--- src/rtl/cal_align_pkg.sv ---
package cal_align_pkg;

  typedef enum logic [1:0] {
    ST_IDLE   = 2'd0,
    ST_SWEEP  = 2'd1,
    ST_FINISH = 2'd2
  } cal_state_e;

  typedef enum logic [1:0] {
    DEC_NONE = 2'd0,
    DEC_STEP = 2'd1,
    DEC_LOCK = 2'd2,
    DEC_FAIL = 2'd3
  } cal_dec_e;

endpackage

--- src/rtl/cal_ref_period_counter.sv ---
module cal_ref_period_counter #(
  parameter int SETTLE_W = 4
) (
  input  logic                clk,
  input  logic                rst_n,
  input  logic                run,
  input  logic                ref_in,
  input  logic [SETTLE_W-1:0] settle_cfg,
  output logic                ref_rise,
  output logic                sample_evt
);

  logic                ref_q;
  logic [SETTLE_W-1:0] edge_cnt;
  logic [SETTLE_W-1:0] last_idx;

  // index of the qualifying edge, counting from 0
  function automatic logic [SETTLE_W-1:0] settle_last(input logic [SETTLE_W-1:0] n);
    if (n == '0) return '0;
    return n - 1'b1;
  endfunction

  assign last_idx   = settle_last(settle_cfg);
  assign ref_rise   = ref_in & ~ref_q;
  assign sample_evt = run & ref_rise & (edge_cnt == last_idx);

  always_ff @(posedge clk or negedge rst_n) begin
    if (!rst_n) begin
      ref_q <= 1'b0;
    end else begin
      ref_q <= ref_in;
    end
  end

  always_ff @(posedge clk or negedge rst_n) begin
    if (!rst_n) begin
      edge_cnt <= '0;
    end else if (!run) begin
      edge_cnt <= '0;
    end else if (ref_rise) begin
      if (sample_evt) edge_cnt <= '0;
      else            edge_cnt <= edge_cnt + 1'b1;
    end
  end

endmodule

--- src/rtl/cal_phase_decider.sv ---
module cal_phase_decider
  import cal_align_pkg::*;
#(
  parameter int CODE_W = 6
) (
  input  logic              sample_evt,
  input  logic              pd_lag,
  input  logic              prev_lag,
  input  logic              have_prev,
  input  logic [CODE_W-1:0] code,
  input  logic [CODE_W-1:0] code_max,
  output cal_dec_e          dec
);

  function automatic logic is_edge_found(input logic have, input logic prev,
                                         input logic now_lag);
    return have & ~prev & now_lag;
  endfunction

  always_comb begin
    if (!sample_evt) begin
      dec = DEC_NONE;
    end else if (is_edge_found(have_prev, prev_lag, pd_lag)) begin
      dec = DEC_LOCK;
    end else if (code >= code_max) begin
      dec = DEC_FAIL;
    end else begin
      dec = DEC_STEP;
    end
  end

endmodule

--- src/rtl/cal_search_fsm.sv ---
module cal_search_fsm
  import cal_align_pkg::*;
#(
  parameter int CODE_W = 6
) (
  input  logic              clk,
  input  logic              rst_n,
  input  logic              cal_en,
  input  logic [CODE_W-1:0] code_min,
  input  logic [CODE_W-1:0] code_max,
  input  logic [CODE_W-1:0] code_step,
  input  logic              pd_lag,
  input  cal_dec_e          dec,
  output logic [CODE_W-1:0] code,
  output logic              prev_lag,
  output logic              have_prev,
  output logic              busy,
  output logic              done,
  output logic              err,
  output logic              lock_evt,
  output logic              fail_evt
);

  localparam int SUM_W = CODE_W + 1;

  cal_state_e state;

  function automatic logic [CODE_W-1:0] next_code(input logic [CODE_W-1:0] cur,
                                                  input logic [CODE_W-1:0] stp,
                                                  input logic [CODE_W-1:0] lim);
    logic [SUM_W-1:0] sum;
    logic [CODE_W-1:0] inc;
    inc = (stp == '0) ? {{(CODE_W-1){1'b0}}, 1'b1} : stp;
    sum = {1'b0, cur} + {1'b0, inc};
    if (sum > {1'b0, lim}) return lim;
    return sum[CODE_W-1:0];
  endfunction

  assign busy     = (state == ST_SWEEP);
  assign lock_evt = busy & (dec == DEC_LOCK);
  assign fail_evt = busy & (dec == DEC_FAIL);

  always_ff @(posedge clk or negedge rst_n) begin
    if (!rst_n) begin
      state     <= ST_IDLE;
      code      <= '0;
      prev_lag  <= 1'b0;
      have_prev <= 1'b0;
      done      <= 1'b0;
      err       <= 1'b0;
    end else begin
      unique case (state)
        ST_IDLE: begin
          if (cal_en) begin
            state     <= ST_SWEEP;
            code      <= code_min;
            prev_lag  <= 1'b0;
            have_prev <= 1'b0;
            done      <= 1'b0;
            err       <= 1'b0;
          end
        end
        ST_SWEEP: begin
          if (!cal_en) begin
            state <= ST_IDLE;
          end else begin
            unique case (dec)
              DEC_STEP: begin
                code      <= next_code(code, code_step, code_max);
                prev_lag  <= pd_lag;
                have_prev <= 1'b1;
              end
              DEC_LOCK: begin
                state <= ST_FINISH;
                done  <= 1'b1;
              end
              DEC_FAIL: begin
                state <= ST_FINISH;
                done  <= 1'b1;
                err   <= 1'b1;
              end
              default: ;
            endcase
          end
        end
        ST_FINISH: begin
          if (!cal_en) begin
            state <= ST_IDLE;
            done  <= 1'b0;
            err   <= 1'b0;
          end
        end
        default: state <= ST_IDLE;
      endcase
    end
  end

endmodule

--- src/rtl/clk_ref_align_cal.sv ---
module clk_ref_align_cal
  import cal_align_pkg::*;
#(
  parameter int CODE_W   = 6,
  parameter int SETTLE_W = 4
) (
  input  logic                clk,
  input  logic                rst_n,
  input  logic                cal_en,
  input  logic [CODE_W-1:0]   cfg_code_min,
  input  logic [CODE_W-1:0]   cfg_code_max,
  input  logic [CODE_W-1:0]   cfg_step,
  input  logic [SETTLE_W-1:0] cfg_settle,
  input  logic                ref_in,
  input  logic                pd_lag,
  output logic [CODE_W-1:0]   dly_code,
  output logic                busy,
  output logic                done,
  output logic                err
);

  // internal events, visible to the bound checker
  logic     ref_rise;
  logic     sample_evt;
  logic     lock_evt;
  logic     fail_evt;
  logic     prev_lag;
  logic     have_prev;
  cal_dec_e dec;

  cal_ref_period_counter #(.SETTLE_W(SETTLE_W)) u_period (
    .clk        (clk),
    .rst_n      (rst_n),
    .run        (busy),
    .ref_in     (ref_in),
    .settle_cfg (cfg_settle),
    .ref_rise   (ref_rise),
    .sample_evt (sample_evt)
  );

  cal_phase_decider #(.CODE_W(CODE_W)) u_decide (
    .sample_evt (sample_evt),
    .pd_lag     (pd_lag),
    .prev_lag   (prev_lag),
    .have_prev  (have_prev),
    .code       (dly_code),
    .code_max   (cfg_code_max),
    .dec        (dec)
  );

  cal_search_fsm #(.CODE_W(CODE_W)) u_fsm (
    .clk       (clk),
    .rst_n     (rst_n),
    .cal_en    (cal_en),
    .code_min  (cfg_code_min),
    .code_max  (cfg_code_max),
    .code_step (cfg_step),
    .pd_lag    (pd_lag),
    .dec       (dec),
    .code      (dly_code),
    .prev_lag  (prev_lag),
    .have_prev (have_prev),
    .busy      (busy),
    .done      (done),
    .err       (err),
    .lock_evt  (lock_evt),
    .fail_evt  (fail_evt)
  );

endmodule

--- config.mk ---
export PLATFORM = sky130hd
export DESIGN_NAME = clk_ref_align_cal
export DESIGN_NICKNAME = d
export VERILOG_FILES = /design/src/rtl/cal_align_pkg.sv /design/src/rtl/cal_ref_period_counter.sv /design/src/rtl/cal_phase_decider.sv /design/src/rtl/cal_search_fsm.sv /design/src/rtl/clk_ref_align_cal.sv
export SDC_FILE = /design/constraint.sdc
export NUM_CORES = 1
export LEC_CHECK = 0
export CAP_MARGIN = 20
export CORE_ASPECT_RATIO = 0.6
export CORE_MARGIN = 2
export CORE_UTILIZATION = 35
export CTS_BUF_LIST = sky130_fd_sc_hd__clkbuf_4 sky130_fd_sc_hd__clkbuf_8
export DETAILED_ROUTE_END_ITERATION = 16
export SKIP_LAST_GASP = 1
export SYNTH_ARGS = -nofsm -noshare
export SYNTH_HDL_FRONTEND = slang
export SYNTH_HIERARCHICAL = 1
export SYNTH_SLANG_ARGS = --single-unit
--- constraint.sdc ---
create_clock -name clk -period 6.39 [get_ports clk]
set_input_delay 1.278 -clock clk [delete_from_list [all_inputs] [get_ports clk]]
set_output_delay 1.278 -clock clk [all_outputs]
set_load 0.02 [all_outputs]
==> out/metrics.yaml <==
hpwl_mm: 3.44
ctsResizeCount: 0
hold_class: "register to register"
cp.arrival_ns: 4.85
slew_violations: 0
worstMarginPinSlew_ns: 0.805
worstPathCellList: "clkdlybuf4s50_1 -> nor4_1 -> a21o_1 -> ha_1 -> inv_1 -> fa_1 -> nor2b_1 -> o31a_1 -> a21oi_1 -> ha_1 -> and3_1 -> a21boi_1 -> o31ai_4 -> a31oi_1 -> o31ai_2"
r2r_start: "u_fsm/code[1]"
end_kind: "register"
htree_levels: 1
synthCells: 206
wirelength_mm: 4.34
setup_viol: 0
drt_first_pass_iters: 4
fp.dieArea_sq_um: 5700
fill_cells: 486
wl_per_cell_um: 14.2
syn_area_sq_um: 1780
worst-endpoint-required_ns: 6.55
drt-met1-wl_mm: 2.39
dr_wl_met2_mm: 1.64
vias: 1592
die_h_um: 59.3
hp-start: "u_fsm/done"
skew_ns: 0.00430
vdd_drop_max_uv: 133
p_comb_frac: 0.661
fp.dieW_um: 96.1
start_util: 0.358
grtUsageTotal: 0.169
syn_avg_cell_area_sq_um: 8.66
cts_setup_buffers: 0
cts_tree: "built"
dr.first_iter.drc_count: 61
antenna_found_initial: 0
placedCellCount: 302
start_kind: "input pin"
hold_viol: 0
worst_path_max_delay_cell: "clkdlybuf4s50_1"
root_buffer: "clkbuf_8"
place.gp.congestion: 0.804
drive_above_1_share: 0.0875
status: "finished, final reports clean"
rsz0062_at_grt: "no"
path_clk_slew_ns: 0.07
switching_share: 0.463
dr.max_layer_used: "met4"
design.core.area_sq_um: 4980
cts_buffers: 3
startpoint: "cfg_step[2]"
p_per_area_nw_per_um2: 337
maxCapViolCount: 0
p_sw_w: 0.000347
clock_latency_ns: 0.25
crit_top_cell: "ha_1"
slowest_delay_ns: 0.42
seq_power_share: 0.227
nNetsFinal: 288
final.setup.tns_ns: 0
grt_pass1_vias: 1512
stdcell_count: 306
vias_per_cell: 5.20
wl_met3_um: 296
grt_max_degree: 27
num_rows: 20
cts.sinks: 17
gr-total-overflow: 0
leakage_nw: 0.922
area_growth_pct: 24.8
critPathMaxFanout: 8
io-pin-count: 36
drc: 0
critPathKind: "input pin to register"
synthesis.nets: 253
antenna_left: 0
n_antenna_cell: 0
relSlewSlack: 0.462
fmax_mhz: 213
clockBufferDepth: 2
min_period_over_period: 0.734
p_clk_frac: 0.112
p_int_w: 0.000403
cts_hold_buffers: 0
ys_warn_count: 6
portBuffers: 35
min_period_ns: 4.69
grt_pass1_wl_mm: 7.46
-- layout make-up --
class,instances,area (sq um),area share
Multi-Input combinational cell,160,1230,0.551
Inverter,24,91.3,0.0411
Sequential cell,17,425,0.191
Clock buffer,4,48.8,0.0219
Tap cell,66,82.6,0.0371
Timing Repair Buffer,35,350,0.157
-- state kept, by name, summed over array words and instances, names as in the netlist --
signal	count
u_fsm/done	1
u_fsm/err	1
u_fsm/prev_lag	1
u_fsm/code	6
u_period/edge_cnt	4
u_fsm/have_prev	1
u_period/ref_q	1
u_fsm/state	2
-- cells in the final DEF, fill, tap and decap left out, types with 5 or more instances in the layout --
cell type / count
dfrtp_1: 17
o211ai_1: 11
nand3_1: 6
ha_1: 19
nor2_1: 5
o21ai_0: 14
clkdlybuf4s50_1: 35
a21oi_1: 12
nand2_1: 18
inv_1: 23
nand2b_1: 9
xnor2_1: 5
-- layer usage --
metal | global-route usage | vias up
met5 | 0 | -
met4 | 0.0122 | 0
met3 | 0.0420 | 2
met2 | 0.233 | 32
met1 | 0.271 | 732
li1 | - | 826
-- worst paths after layout --
check,endpoint,slack (ns),cells after the start
worst max-delay path,u_fsm/code[1],1.70,15
worst max register to register,u_fsm/code[1],3.13,10
worst min-delay path,u_fsm/done,0.50,2
min in group asynchronous,u_fsm/state[1],1.49,1
max in group asynchronous,u_fsm/have_prev,4.40,1
worst min register to register,u_fsm/done,0.50,2
-- stage by stage --
| stage | worst slack (ns) | area, sq um | utilization | power, W | hold slack, ns |
|---|---|---|---|---|---|
| after floorplan | 2.37 | 1780 | - | 0.000517 | 0.481 |
| after global placement | 1.63 | 2180 | 0.437 | 0.000662 | 0.490 |
| after detailed placement | 1.43 | 2180 | 0.437 | 0.000665 | 0.499 |
| after CTS | 1.68 | 2220 | 0.447 | 0.000754 | 0.515 |
| after global routing | 1.34 | 2220 | 0.447 | 0.000823 | 0.543 |
| final | 1.70 | 2220 | 0.447 | 0.000749 | 0.505 |
-- power by group through the flow --
stage,logic (W),clock network [W],registers (W)
global placement,0.000490,0,0.000173
global route,0.000553,0.0000938,0.000176
floorplan,0.000333,0,0.000184
detailed placement,0.000492,0,0.000173
CTS,0.000495,0.0000886,0.000171
finish,0.000495,0.0000841,0.000170
-- critical path, delay by kind of cell --
| family | cells | cell delay, ns |
|---|---|---|
| buffers and inverters | 2 | 0.48 |
| AND/OR/NAND/NOR | 3 | 0.76 |
| AO/OA/AOI/OAI | 7 | 1.44 |
| adder cells (fa/ha/maj) | 3 | 0.89 |
Note: power is estimated with default switching activity, not from simulation.
